==> config.mk <==
export PLATFORM = sky130hd
export DESIGN_NAME = gl_frame_ptr
export DESIGN_NICKNAME = d
export VERILOG_FILES = /design/src/rtl/gl_pkg.sv /design/src/rtl/gl_ptr_sync.sv /design/src/rtl/gl_fsync_edge.sv /design/src/rtl/gl_start_fsm.sv /design/src/rtl/gl_frame_ptr.sv
export SDC_FILE = /design/constraint.sdc
export NUM_CORES = 1
export LEC_CHECK = 0
export ABC_AREA = 0
export BUFFER_PORTS_ARGS = -buffer_cell sky130_fd_sc_hd__buf_2
export CELL_PAD_IN_SITES_DETAIL_PLACEMENT = 0
export CELL_PAD_IN_SITES_GLOBAL_PLACEMENT = 1
export CORE_ASPECT_RATIO = 1.75
export CORE_UTILIZATION = 40
export DETAILED_ROUTE_END_ITERATION = 16
export PLACE_DENSITY = 0.8
export SLEW_MARGIN = 10
export SYNTH_ARGS = -nofsm -noshare
export SYNTH_HDL_FRONTEND = slang
export SYNTH_HIERARCHICAL = 1
export SYNTH_SLANG_ARGS = --single-unit
==> constraint.sdc <==
create_clock -name clk -period 3 [get_ports clk]
set_clock_uncertainty 0.05 [all_clocks]
set_input_delay 0.6 -clock clk [delete_from_list [all_inputs] [get_ports clk]]
set_output_delay 0.6 -clock clk [all_outputs]
set_load 0.02 [all_outputs]
==> src/rtl/gl_pkg.sv <==
package gl_pkg;

    localparam int GL_MAX_W = 16;
    localparam int GL_SEL_W = 4;

    typedef enum logic [1:0] {
        ST_IDLE  = 2'd0,
        ST_ARMED = 2'd1,
        ST_BUSY  = 2'd2
    } gl_state_e;

    typedef struct packed {
        logic enable;
        logic slave_mode;
        logic use_fsync;
    } gl_ctrl_t;

    function automatic logic [GL_MAX_W-1:0] gl_bin2gray(input logic [GL_MAX_W-1:0] b);
        return b ^ (b >> 1);
    endfunction

    function automatic logic [GL_MAX_W-1:0] gl_gray2bin(input logic [GL_MAX_W-1:0] g);
        logic [GL_MAX_W-1:0] b;
        b[GL_MAX_W-1] = g[GL_MAX_W-1];
        for (int i = GL_MAX_W - 2; i >= 0; i--) begin
            b[i] = b[i+1] ^ g[i];
        end
        return b;
    endfunction

endpackage

==> src/rtl/gl_ptr_sync.sv <==
module gl_ptr_sync
    import gl_pkg::*;
#(
    parameter int NUM_MASTERS = 4,
    parameter int PTR_W       = 4
) (
    input  logic                         clk,
    input  logic                         rst,
    input  logic [NUM_MASTERS*PTR_W-1:0] ptr_bus_i,
    input  logic [GL_SEL_W-1:0]          sel_i,
    output logic [PTR_W-1:0]             bin_o
);

    logic [PTR_W-1:0] stage1 [NUM_MASTERS];
    logic [PTR_W-1:0] stage2 [NUM_MASTERS];
    logic [PTR_W-1:0] chosen_gray;

    for (genvar m = 0; m < NUM_MASTERS; m++) begin : g_sync
        always_ff @(posedge clk) begin
            if (rst) begin
                stage1[m] <= '0;
                stage2[m] <= '0;
            end else begin
                stage1[m] <= ptr_bus_i[m*PTR_W +: PTR_W];
                stage2[m] <= stage1[m];
            end
        end
    end

    // Out-of-range selects fall back to master 0
    always_comb begin
        chosen_gray = stage2[0];
        for (int m = 1; m < NUM_MASTERS; m++) begin
            if (int'(sel_i) == m) chosen_gray = stage2[m];
        end
    end

    assign bin_o = PTR_W'(gl_gray2bin(GL_MAX_W'(chosen_gray)));

endmodule

==> src/rtl/gl_fsync_edge.sv <==
module gl_fsync_edge (
    input  logic clk,
    input  logic rst,
    input  logic fsync_i,
    output logic rise_o,
    output logic fall_o
);

    logic s1, s2, s3;

    always_ff @(posedge clk) begin
        if (rst) begin
            s1 <= 1'b0;
            s2 <= 1'b0;
            s3 <= 1'b0;
        end else begin
            s1 <= fsync_i;
            s2 <= s1;
            s3 <= s2;
        end
    end

    assign rise_o = s2 & ~s3;
    assign fall_o = ~s2 & s3;

endmodule

==> src/rtl/gl_start_fsm.sv <==
module gl_start_fsm
    import gl_pkg::*;
(
    input  logic     clk,
    input  logic     rst,
    input  gl_ctrl_t ctrl_i,
    input  logic     fsync_rise_i,
    input  logic     fsync_fall_i,
    input  logic     xfer_done_i,
    output logic     start_fire_o,
    output logic     adv_fire_o,
    output logic     xfer_start_o
);

    gl_state_e state_q, state_d;

    always_comb begin
        start_fire_o = 1'b0;
        if (state_q != ST_BUSY && ctrl_i.enable) begin
            if (!ctrl_i.use_fsync)
                start_fire_o = 1'b1;
            else if (state_q == ST_ARMED && fsync_fall_i)
                start_fire_o = 1'b1;
        end
    end

    assign adv_fire_o = (state_q == ST_BUSY) && xfer_done_i;

    always_comb begin
        state_d = state_q;
        unique case (state_q)
            ST_IDLE: begin
                if (start_fire_o)
                    state_d = ST_BUSY;
                else if (ctrl_i.use_fsync && fsync_rise_i)
                    state_d = ST_ARMED;
            end
            ST_ARMED: begin
                if (start_fire_o) state_d = ST_BUSY;
            end
            ST_BUSY: begin
                if (xfer_done_i) state_d = ST_IDLE;
            end
            default: state_d = ST_IDLE;
        endcase
    end

    always_ff @(posedge clk) begin
        if (rst) begin
            state_q      <= ST_IDLE;
            xfer_start_o <= 1'b0;
        end else begin
            state_q      <= state_d;
            xfer_start_o <= start_fire_o;
        end
    end

    AST_START_PULSE: assert property (@(posedge clk) disable iff (rst)
        xfer_start_o |=> !xfer_start_o);

    AST_START_NEEDS_EN: assert property (@(posedge clk) disable iff (rst)
        xfer_start_o |-> $past(ctrl_i.enable));

    AST_FSYNC_GATE: assert property (@(posedge clk) disable iff (rst)
        (xfer_start_o && $past(ctrl_i.use_fsync)) |-> $past(fsync_fall_i));

endmodule

==> src/rtl/gl_frame_ptr.sv <==
module gl_frame_ptr
    import gl_pkg::*;
#(
    parameter int NUM_MASTERS = 4,
    parameter int PTR_W       = 4
) (
    input  logic                         clk,
    input  logic                         rst,
    input  logic                         cfg_enable,
    input  logic                         cfg_slave_mode,
    input  logic                         cfg_use_fsync,
    input  logic [PTR_W-1:0]             cfg_last_slot,
    input  logic [GL_SEL_W-1:0]          cfg_master_sel,
    input  logic                         fsync,
    input  logic                         xfer_done,
    input  logic [NUM_MASTERS*PTR_W-1:0] gl_ptr_in,
    output logic [PTR_W-1:0]             gl_ptr_out,
    output logic [PTR_W-1:0]             slot_idx,
    output logic                         xfer_start
);

    gl_ctrl_t         ctrl;
    logic             fs_rise, fs_fall;
    logic             start_fire, adv_fire;
    logic [PTR_W-1:0] follow_bin;
    logic [PTR_W-1:0] slot_d;

    assign ctrl = '{enable: cfg_enable, slave_mode: cfg_slave_mode, use_fsync: cfg_use_fsync};

    gl_ptr_sync #(.NUM_MASTERS(NUM_MASTERS), .PTR_W(PTR_W)) u_sync (
        .clk       (clk),
        .rst       (rst),
        .ptr_bus_i (gl_ptr_in),
        .sel_i     (cfg_master_sel),
        .bin_o     (follow_bin)
    );

    gl_fsync_edge u_edge (
        .clk     (clk),
        .rst     (rst),
        .fsync_i (fsync),
        .rise_o  (fs_rise),
        .fall_o  (fs_fall)
    );

    gl_start_fsm u_fsm (
        .clk          (clk),
        .rst          (rst),
        .ctrl_i       (ctrl),
        .fsync_rise_i (fs_rise),
        .fsync_fall_i (fs_fall),
        .xfer_done_i  (xfer_done),
        .start_fire_o (start_fire),
        .adv_fire_o   (adv_fire),
        .xfer_start_o (xfer_start)
    );

    always_comb begin
        slot_d = slot_idx;
        if (ctrl.slave_mode) begin
            if (start_fire) slot_d = follow_bin;
        end else if (adv_fire) begin
            slot_d = (slot_idx >= cfg_last_slot) ? '0 : slot_idx + PTR_W'(1);
        end
    end

    always_ff @(posedge clk) begin
        if (rst) begin
            slot_idx   <= '0;
            gl_ptr_out <= '0;
        end else begin
            slot_idx   <= slot_d;
            gl_ptr_out <= PTR_W'(gl_bin2gray(GL_MAX_W'(slot_d)));
        end
    end

    AST_GRAY_OUT: assert property (@(posedge clk) disable iff (rst)
        gl_ptr_out == PTR_W'(gl_bin2gray(GL_MAX_W'(slot_idx))));

    AST_SLOT_HOLD: assert property (@(posedge clk) disable iff (rst)
        (!start_fire && !adv_fire) |=> $stable(slot_idx));

endmodule

==> results of run 1 <==
[power breakdown]
group | internal [µW] | switching (µW)
combinational | 79.0 | 77.0
clock | 250 | 195
sequential | 627 | 12.7
[synth_stat cells, drive strengths merged, types with 2 or more instances]
cell type  count
nand3          4
nor2b         44
nor2           9
a32oi          2
xor2           4
buf            2
nor3           2
clkbuf         4
o21ai          9
ha             5
nand2          4
and3b          3
a221oi         3
or4            2
mux2i          2
a21oi          8
dfxtp         45
xnor2          2
nand2b         3
inv            6
[per-stage QoR]
| stage | setup slack, ns | utilization, % | total power [µW] | cells | hold WS, ns |
|---|---|---|---|---|---|
| finish | 0.3644 | 50.17 | 1240 | 278 | 0.3882 |
| global route | 0.1931 | 50.17 | 1306 | 278 | 0.4078 |
| CTS | 0.3708 | 50.17 | 1257 | 278 | 0.3903 |
| detailed placement | 0.06721 | 47.68 | 813.0 | 270 | 0.3704 |
| global placement | 0.1160 | 47.68 | 810.0 | 270 | 0.3671 |
| floorplan | 0.3472 | - | 761.8 | 183 | 0.3638 |
[worst max-delay path: cells and delay by family]
kind | cells | cell delay, ns
buffers and inverters | 1 | 0.13
muxes | 1 | 0.26
and+or+nand+nor | 2 | 0.59
xor gates and xnor gates | 3 | 0.51
AOI/OAI and AO/OA | 4 | 0.64
[cells in the final DEF (no fill, tap or decap), types with 3 or more instances in the layout]
| cell type | instances |
|---|---|
| buf_4 | 3 |
| clkbuf_8 | 5 |
| xor2_1 | 3 |
| a21oi_1 | 5 |
| nand3_1 | 4 |
| a21oi_2 | 3 |
| nand2_1 | 4 |
| ha_1 | 5 |
| buf_2 | 39 |
| nor2b_1 | 44 |
| dfxtp_1 | 45 |
| o21ai_0 | 7 |
| nor2_1 | 9 |
| inv_1 | 6 |
[layout make-up]
class	count	area [µm²]	area share (%)
clock buffers	6	72.57	3.226
clock inverters	2	38.79	1.724
inverters	6	22.52	1.001
multi-input cells	126	933.4	41.49
flip-flops and latches	45	900.9	40.04
well taps	51	63.81	2.836
repair buffers	42	217.7	9.677
[cell families after synthesis]
logic type               count (synthesis)  synth area share [%]
buffers and inverters                   12                 2.785
multiplexers                             3                 1.658
flip-flops                              45                 47.75
adder cells (fa/ha/maj)                  5                 3.316
AND/OR/NAND/NOR                         81                 26.86
XOR/XNOR                                 7                 4.377
AO/OA/AOI/OAI                           30                 13.26
[per-layer routing]
layer,global-route usage (%),up-vias
li1,-,703
met1,12.22,619
met2,28.09,36
met3,3.941,5
met4,5.263,0
met5,0,-
[final timing paths]
path	to	slack [ns]	cells after the start
worst max register to register	gl_ptr_out[1]	0.63	10
worst min-delay path	u_sync/stage2[1][0]	0.39	1
worst min register to register	u_sync/stage2[1][0]	0.39	1
worst max-delay path	gl_ptr_out[1]	0.36	11
[sequential cells by signal (all words and copies together) (netlist names)]
name                flops
u_fsm/state_q           2
u_edge/s2               1
u_sync/stage2          16
u_fsm/xfer_start_o      1
gl_ptr_out              4
u_edge/s3               1
slot_idx                3
u_sync/stage1          16
u_edge/s1               1
==> out/results.ini, run 1 <==
[drt]
route.detailed.drc = 0
m1WireLength_mm = 1.176
wirelength_mm = 3.127
dr_total_vias = 1363
drtIter0Drc = 6
wl_met2_mm = 1.767
vias_per_cell = 4.903
first_pass_iters = 2
wl_per_cell_um = 11.25
met3_length_um = 139
antenna_left = 0
top_layer = met4

[timing]
setup_viol_count_final = 0
tightestPinTransition_ns = 0.7598
slew_headroom_pct = 49.35
fin_crit_sh_pct = 87.85
finalHoldViolations = 0
post-route-min-period_ns = 2.636
fmax_mhz = 379.4
tns_ns = 0
rsz0062_at_grt = no
slew_violations = 0

[synthesis]
synth_nets = 219
ys_warn_count = 6
synth_edf_count = 0
synth_seq_cells = 45
synth-main-ff-cell = dfxtp_1
syn_area_um2 = 1887
netlist_top_cells_area = dfxtp_1 48%, nor2b_1 15%, ha_1 3.3%
synth_top_cell_by_area = dfxtp_1
synth_top_area_share_pct = 47.75
ys_types = 46
syn_area_per_cell_um2 = 10.31
yosysSeqAreaShare_pct = 47.75
async_flop_share_pct = 0
synthCells = 183

[clock_tree]
cts_tree = done
numCtsBuffers = 5
htreeDepth = 2
clk_pin_slew_ns = 0.08
clock_latency_ns = 0.29
cts.sinks = 45
cts_root_buf = clkbuf_8
cts_buffer_depth = 2
cts_setup_buffers = 0
post_cts_resized = 0
cts_hold_buffers = 0

[grt]
grt_start_max_net_pins = 46
grt_pass1_vias = 1329
track_usage_pct = 14.24
grt_pass1_wl_mm = 5.244
grt-ovfl-total = 0
antenna_found_initial = 0

[floorplan]
dieArea_um2 = 5006
dieWidth_um = 53.92
io_pins = 40
core-area_um2 = 4484
die_h_um = 92.86
start_util_pct = 42.08
num_rows = 32

[pwr]
vdd_drop_max_mv = 0.5074
power_leakage_uw = 0.0009763
p_per_area_nw_per_um2 = 551.2

[critical_path]
crit_arrival_ns = 2.74
worst_setup_path_start_kind = input pin
r2r-start = u_sync/stage2[1][3]
path_cells = buf_2, or4_1, a221oi_2, a21oi_2, xor2_2, xor2_1, mux2_2, a22oi_1, o21ai_2, xor2_1, nor2_1
worstSetupStartpoint = cfg_master_sel[3]
path_common_cell = xor2_1
crit_required_ns = 3.11
cp-end-kind = flip-flop
cp_max_fo = 7
slowest_stage = or4_1
critical_path.max_stage_delay_ns = 0.54
crit_type = in -> reg

[layout]
syn_to_final_growth_pct = 19.23
n_antenna_cell = 0
fillers = 453
nets = 262
drive_above_1_share_pct = 29.96
design_area_um2 = 2250

[place]
hpwl_mm = 2.372
port_buffers = 39
gp_congestion = 0.8053
place_area_um2 = 2138

[flow_run]
maxCapViolCount = 0

[min_path]
worstHoldStart = u_sync/stage1[1][0]
min_path_type = reg -> reg

[run_status]
status = completed

No activity file was read; power rests on OpenSTA's default activity.
==> run 2, diff against run 1 <==
- ABC_AREA: 0 -> 1
- CORE_UTILIZATION: 40 -> 38
- PLACE_DENSITY: 0.8 -> 0.82
==> out/results.ini, run 2 <==
[run_status]
status = completed

[clock_tree]
cts_root_buf = clkbuf_8
numCtsBuffers = 5  ; unchanged
htreeDepth = 2  ; unchanged
clock_latency_ns = 0.29  ; about the same
cts_buffer_depth = 2  ; unchanged
cts_setup_buffers = 0  ; unchanged
post_cts_resized = 0  ; unchanged
cts_tree = done
clk_pin_slew_ns = 0.08  ; about the same
cts.sinks = 45  ; unchanged
cts_hold_buffers = 0  ; unchanged

[drt]
antenna_left = 0  ; unchanged
wl_per_cell_um = 8.903  ; -21%
wirelength_mm = 3.214  ; +2.8%
first_pass_iters = 4  ; +2
vias_per_cell = 4.432  ; -9.6%
dr_total_vias = 1600  ; +17%
drtIter0Drc = 33  ; +27
route.detailed.drc = 0  ; unchanged

[grt]
grt_start_max_net_pins = 41  ; -11%
antenna_found_initial = 0  ; unchanged
grt_pass1_vias = 1508  ; +13%
grt-ovfl-total = 0  ; unchanged
grt_pass1_wl_mm = 5.885  ; +12%
track_usage_pct = 14.23  ; about the same

[layout]
nets = 342  ; +31%
n_antenna_cell = 0  ; unchanged
final_common_cell = inv_1
fillers = 539  ; +19%
mostFrequentLayoutCells = 56 x inv_1, 54 x nor2_1, 45 x dfxtp_1, 39 x buf_2, 38 x nand2_1
design_area_um2 = 2298  ; +2.2%
stdcell_count = 361  ; +30%
seq_area_um2 = 900.9  ; unchanged
syn_to_final_growth_pct = 19.29  ; about the same
reg_top3 = u_sync/stage1 x16, u_sync/stage2 x16, gl_ptr_out x4
multi_input_area_um2 = 785.8  ; -16%
fin_util_pct = 46.58  ; -3.6 points
drive_above_1_share_pct = 22.15  ; -7.8 points

[timing]
tns_ns = 0  ; unchanged
fin_crit_sh_pct = 68.77  ; -19 points
rsz0062_at_grt = no
fmax_mhz = 484.7  ; +28%
finalHoldViolations = 0  ; unchanged
post-route-min-period_ns = 2.063  ; -0.5725 ns
slew_headroom_pct = 53.28  ; +3.9 points
setup_viol_count_final = 0  ; unchanged
slew_violations = 0  ; unchanged
tightestPinTransition_ns = 0.6954  ; -0.06436 ns

[floorplan]
io_pins = 40  ; unchanged
num_rows = 34  ; +6.3%
die_h_um = 96.20  ; +3.6%
start_util_pct = 39.05  ; -3.0 points
core-area_um2 = 4935  ; +10%
dieWidth_um = 55.83  ; +3.6%
dieArea_um2 = 5371  ; +7.3%

[flow_run]
maxCapViolCount = 0  ; unchanged

[place]
dp.cells = 353  ; +31%
place_area_um2 = 2178  ; +1.9%
port_buffers = 39  ; unchanged
hpwl_mm = 2.578  ; +8.7%
gp_congestion = 0.8101  ; +0.60%

[synthesis]
netlist_top_cells_area = dfxtp_1 47%, inv_1 11%, nor2_1 11%
yosys.cell_count.top_type = inv_1
syn_area_per_cell_um2 = 7.326  ; -29%
syn_area_um2 = 1927  ; +2.1%
synth_top_area_share_pct = 46.75  ; -0.99 points
synth_seq_cells = 45  ; unchanged
ys_types = 23  ; -50%
synth_edf_count = 0  ; unchanged
synth-main-ff-cell = dfxtp_1
synth_common_cells = 56 x inv_1, 54 x nor2_1, 45 x dfxtp_1
ys_warn_count = 6  ; unchanged
synthCells = 263  ; +44%
async_flop_share_pct = 0  ; unchanged
synth_top_cell_by_area = dfxtp_1
synth_nets = 299  ; +37%
yosysSeqAreaShare_pct = 46.75  ; -0.99 points

[critical_path]
worst_setup_path_start_kind = input pin
crit_required_ns = 3.14  ; +0.03 ns
path_cells = buf_2, nor2_4, nand2_4, nor2_8, nand2_2, a21boi_2, nand2_1, nand3_1, nand3_1, nand2_1, o21ai_0, nand2_1, nor2_1, nor2_1
path_common_cell = nand2_1
cp_max_fo = 8  ; +1
crit_type = in -> reg
critical_path.max_stage_delay_ns = 0.22  ; -0.32 ns
cp-end-kind = flip-flop
slowest_stage = o21ai_0
crit_arrival_ns = 2.21  ; -0.53 ns

[pwr]
p_per_area_nw_per_um2 = 548.5  ; -0.48%
vdd_drop_max_mv = 0.4878  ; -3.9%
power_leakage_uw = 0.001274  ; +31%

[min_path]
min_path_type = reg -> reg

[run 2: changes by cell type after synthesis, sizes merged, moves of 4 or more]
cell   change
inv       +53
nor2      +50
nor2b     -44
nand2     +41
nand3     +20
o21ai      -4
[run 2: cell type report]
cell class / instances / share of cell area (%)
clock buffers: 6 / 3.593
inverters: 59 / 9.635
clock inverters: 2 / 1.633
repair buffers: 40 / 8.819
multi-input cells: 155 / 34.19
flip-flops and latches: 45 / 39.19
well taps: 54 / 2.940
[run 2: final timing paths]
kind                            depth (start not counted)  slack [ns]                  end                start
worst max-delay path                                   14        0.94        gl_ptr_out[0]    cfg_master_sel[3]
worst min register to register                          2        0.36  u_sync/stage2[2][2]  u_sync/stage1[2][2]
worst max register to register                         11        1.06        gl_ptr_out[2]     u_fsm/state_q[1]
worst min-delay path                                    2        0.36  u_sync/stage2[2][2]  u_sync/stage1[2][2]
[run 2: metal layers]
metal / routed length (µm) / vias up / global-route usage, %
met5: 0 / - / 0
met4: 76 / 0 / 8.130
met3: 117 / 5 / 2.823
met2: 1879 / 33 / 31.22
met1: 1141 / 692 / 10.88
li1: - / 870 / -
[run 2: through the flow]
stage,hold slack (ns),total power (µW),setup WS [ns]
global placement,0.3392,810.2,0.6463
floorplan,0.3383,760.4,0.9411
CTS,0.3563,1284,0.9397
global route,0.3704,1329,0.6010
detailed placement,0.3417,813.0,0.6187
finish,0.3550,1261,0.9370
[run 2: logic make-up (layout without fill, tap and decap cells)]
| kind of cell | Yosys count | count (layout) | synth area share, % |
|---|---|---|---|
| flip-flops | 45 | 45 | 46.75 |
| adder cells (fa/ha/maj) | 5 | 5 | 3.247 |
| buffers and inverters | 63 | 107 | 12.47 |
| AO/OA/AOI/OAI | 16 | 16 | 5.455 |
| XOR/XNOR | 3 | 3 | 1.364 |
| AND/OR/NAND/NOR | 131 | 131 | 30.71 |
[run 2: power by group]
group / total, µW / switching, µW / internal, µW / leakage, µW
logic: 155 / 93.6 / 61.1 / 0.000845
registers: 641 / 13.2 / 628 / 0.000371
clock network: 465 / 194 / 271 / 0.0000574
[run 2: worst max-delay path, delay by kind of cell]
kind            cells  cell delay, ns
simple gates       11            1.12
compound gates      2            0.38
buf+inv             1            0.11
==> run 3, diff against run 2 <==
- ABC_AREA: 1 -> 0
- CORE_UTILIZATION: 38 -> 40
- PLACE_DENSITY: 0.82 -> 0.8
- clock period: 3 -> 2.2 ns (I/O delays scaled with it)
==> out/results.ini, run 3 (synthesis gave the netlist of run 1 again) <==
[run_status]
status = complete, but fails checks
violations = negative setup slack

[floorplan]
dieArea_um2 = 5006  ; -6.8%
dieWidth_um = 53.92  ; -3.4%
start_util_pct = 42.08  ; +3.0 points
die_h_um = 92.86  ; -3.5%
io_pins = 40  ; unchanged
core-area_um2 = 4484  ; -9.1%
num_rows = 32  ; -5.9%

[critical_path]
path_common_cell = xor2_1
cp-end-kind = flip-flop
cp_max_fo = 4  ; -4
path_cells = buf_8, or4_4, a221oi_4, a21oi_2, xor2_2, xor2_1, mux2_4, a22oi_2, o21ai_2, xor2_1, nor2_1
slowest_stage = or4_4
r2r_setup_slack_ns = -0.07  ; -1.13 ns
crit_arrival_ns = 2.44  ; +0.23 ns
cp_top_family = simple AND/OR/NAND/NOR gates
critical_path.max_stage_delay_ns = 0.54  ; +0.32 ns
crit_required_ns = 2.31  ; -0.83 ns
worst_setup_path_start_kind = input pin
cp.depth = 11  ; -3
r2r_cells = 10  ; -1
path_buf_inv = 1  ; unchanged
crit_type = in -> reg

[place]
hpwl_mm = 2.525  ; -2.1%
dp.cells = 279  ; -21%
port_buffers = 39  ; unchanged
gp_congestion = 0.7349  ; -9.3%
pre_cts_ws_ns = -0.5169  ; -1.136 ns

[drt]
drtIter0Drc = 11  ; -67%
wl_per_cell_um = 11.14  ; +25%
antenna_left = 0  ; unchanged
first_pass_iters = 3  ; -1
route.detailed.drc = 0  ; unchanged
vias_per_cell = 4.855  ; +9.5%
wirelength_mm = 3.232  ; +0.56%
dr_total_vias = 1408  ; -12%

[clock_tree]
cts.sinks = 45  ; unchanged
htreeDepth = 2  ; unchanged
numCtsBuffers = 5  ; unchanged
cts_hold_buffers = 0  ; unchanged
clock_latency_ns = 0.29  ; about the same
cts_root_buf = clkbuf_8
cts_tree = done
cts_buffer_depth = 2  ; unchanged
clk_pin_slew_ns = 0.08  ; about the same

[pwr]
vdd_drop_max_mv = 0.7990  ; +64%
power_leakage_uw = 0.001066  ; -16%
finalPower_uw = 1833  ; +45%
p_clk_share_pct = 38.8  ; +1.9 points
p_int_uw = 1438  ; +50%
p_per_area_nw_per_um2 = 756.1  ; +38%
p_comb_share_pct = 13.7  ; +1.4 points
p_switching_uw = 394.7  ; +31%
netSwitchingFraction_pct = 21.54  ; -2.3 points
sequentialPowerShare_pct = 47.5  ; -3.4 points

[timing]
finalHoldViolations = 0  ; unchanged
whs_ns = 0.3017  ; -0.05332 ns
fin_crit_sh_pct = 106.3
postLayoutSetupSlackWorst_ns = -0.1385  ; -1.075 ns
tightestPinTransition_ns = 0.7556  ; +0.06016 ns
slew_violations = 0  ; unchanged
rsz0062_at_grt = yes
slew_headroom_pct = 49.63  ; -3.7 points
post-route-min-period_ns = 2.338
fmax_mhz = 427.6
setup_viol_count_final = 5  ; +5

[grt]
grt_pass1_vias = 1421  ; -5.8%
grt_pass1_wl_mm = 5.526  ; -6.1%
grt-ovfl-total = 0  ; unchanged
track_usage_pct = 15.38  ; +1.1 points
grt_start_max_net_pins = 46  ; +12%
antenna_found_initial = 0  ; unchanged

[layout]
reg_top3 = u_sync/stage1 x16, u_sync/stage2 x16, gl_ptr_out x4
nets = 274  ; -20%
n_antenna_cell = 0  ; unchanged
final_common_cell = dfxtp_1
mostFrequentLayoutCells = 45 x dfxtp_1, 43 x nor2b_1, 37 x buf_2, 15 x buf_4, 9 x nor2_1
stdcell_count = 290  ; -20%
syn_to_final_growth_pct = 28.45
drive_above_1_share_pct = 36.82  ; +15 points

[min_path]
min_path_type = in -> reg
min_path_cells = 2  ; unchanged

[flow_run]
maxCapViolCount = 0  ; unchanged

## run 3: cell count changes in the layout (fill, tap and decap cells not counted), moves of 6 or more
cell,before,now
buf_4,1,15
nand3_1,23,3
inv_1,56,6
nand2_2,6,0
nand2_1,38,4
nor2_1,54,9
nor2b_1,0,43
## run 3: what timing repair did
item	CTS	global route
setup endpoints to repair	4	5
pin swaps	8	1
gates cloned	0	0
resized for setup	7	4
buffers inserted	3	0
## run 3: cell type report
class                   instances  area, µm²
flip-flops and latches         45      900.9
fillers                       423       2061
clock buffers                   5      68.82
repair buffers                 54      324.1
multi-input cells             126      978.4
inverters                       6      22.52
clock inverters                 3      65.06
well taps                      51      63.81
## run 3: stage by stage
step | area, µm² | util, % | setup TNS (ns)
2_1_floorplan | 1906 | - | -0.8953
6_report | 2424 | 54.05 | -0.3668
3_3_place_gp | 2225 | 49.61 | -2.086
5_1_grt | 2424 | 54.05 | -0.8554
3_5_place_dp | 2225 | 49.61 | -2.304
4_1_cts | 2401 | 53.54 | -0.2833
## run 3: metal layers
metal / vias to the layer above / GRT usage [%] / routed length, µm
li1: 729 / - / -
met1: 629 / 12.42 / 1126
met2: 40 / 29.63 / 1839
met3: 10 / 4.433 / 141
met4: 0 / 8.553 / 124
met5: - / 0 / 0
## run 3: worst register-to-register path, stage by stage (launching register included)
cell,delay [ns]
dfxtp_1,0.30
or4_4,0.43
a221oi_4,0.24
a21oi_2,0.08
xor2_2,0.20
xor2_1,0.15
mux2_4,0.26
a22oi_2,0.13
o21ai_2,0.10
xor2_1,0.15
nor2_1,0.05
## run 3: power by group through the flow
stage,registers (µW),logic [µW],clock network (µW)
6_report,871,250,711
5_1_grt,877,277,779
4_1_cts,872,248,732
3_5_place_dp,891,237,0
3_3_place_gp,890,232,0
2_1_floorplan,899,144,0
## run 3: final timing paths
| path | from | end |
|---|---|---|
| max | cfg_master_sel[3] | gl_ptr_out[1] |
| min | gl_ptr_in[8] | u_sync/stage1[2][0] |
| max reg2reg | u_sync/stage2[1][3] | gl_ptr_out[1] |
| min reg2reg | u_sync/stage1[0][3] | u_sync/stage2[0][3] |
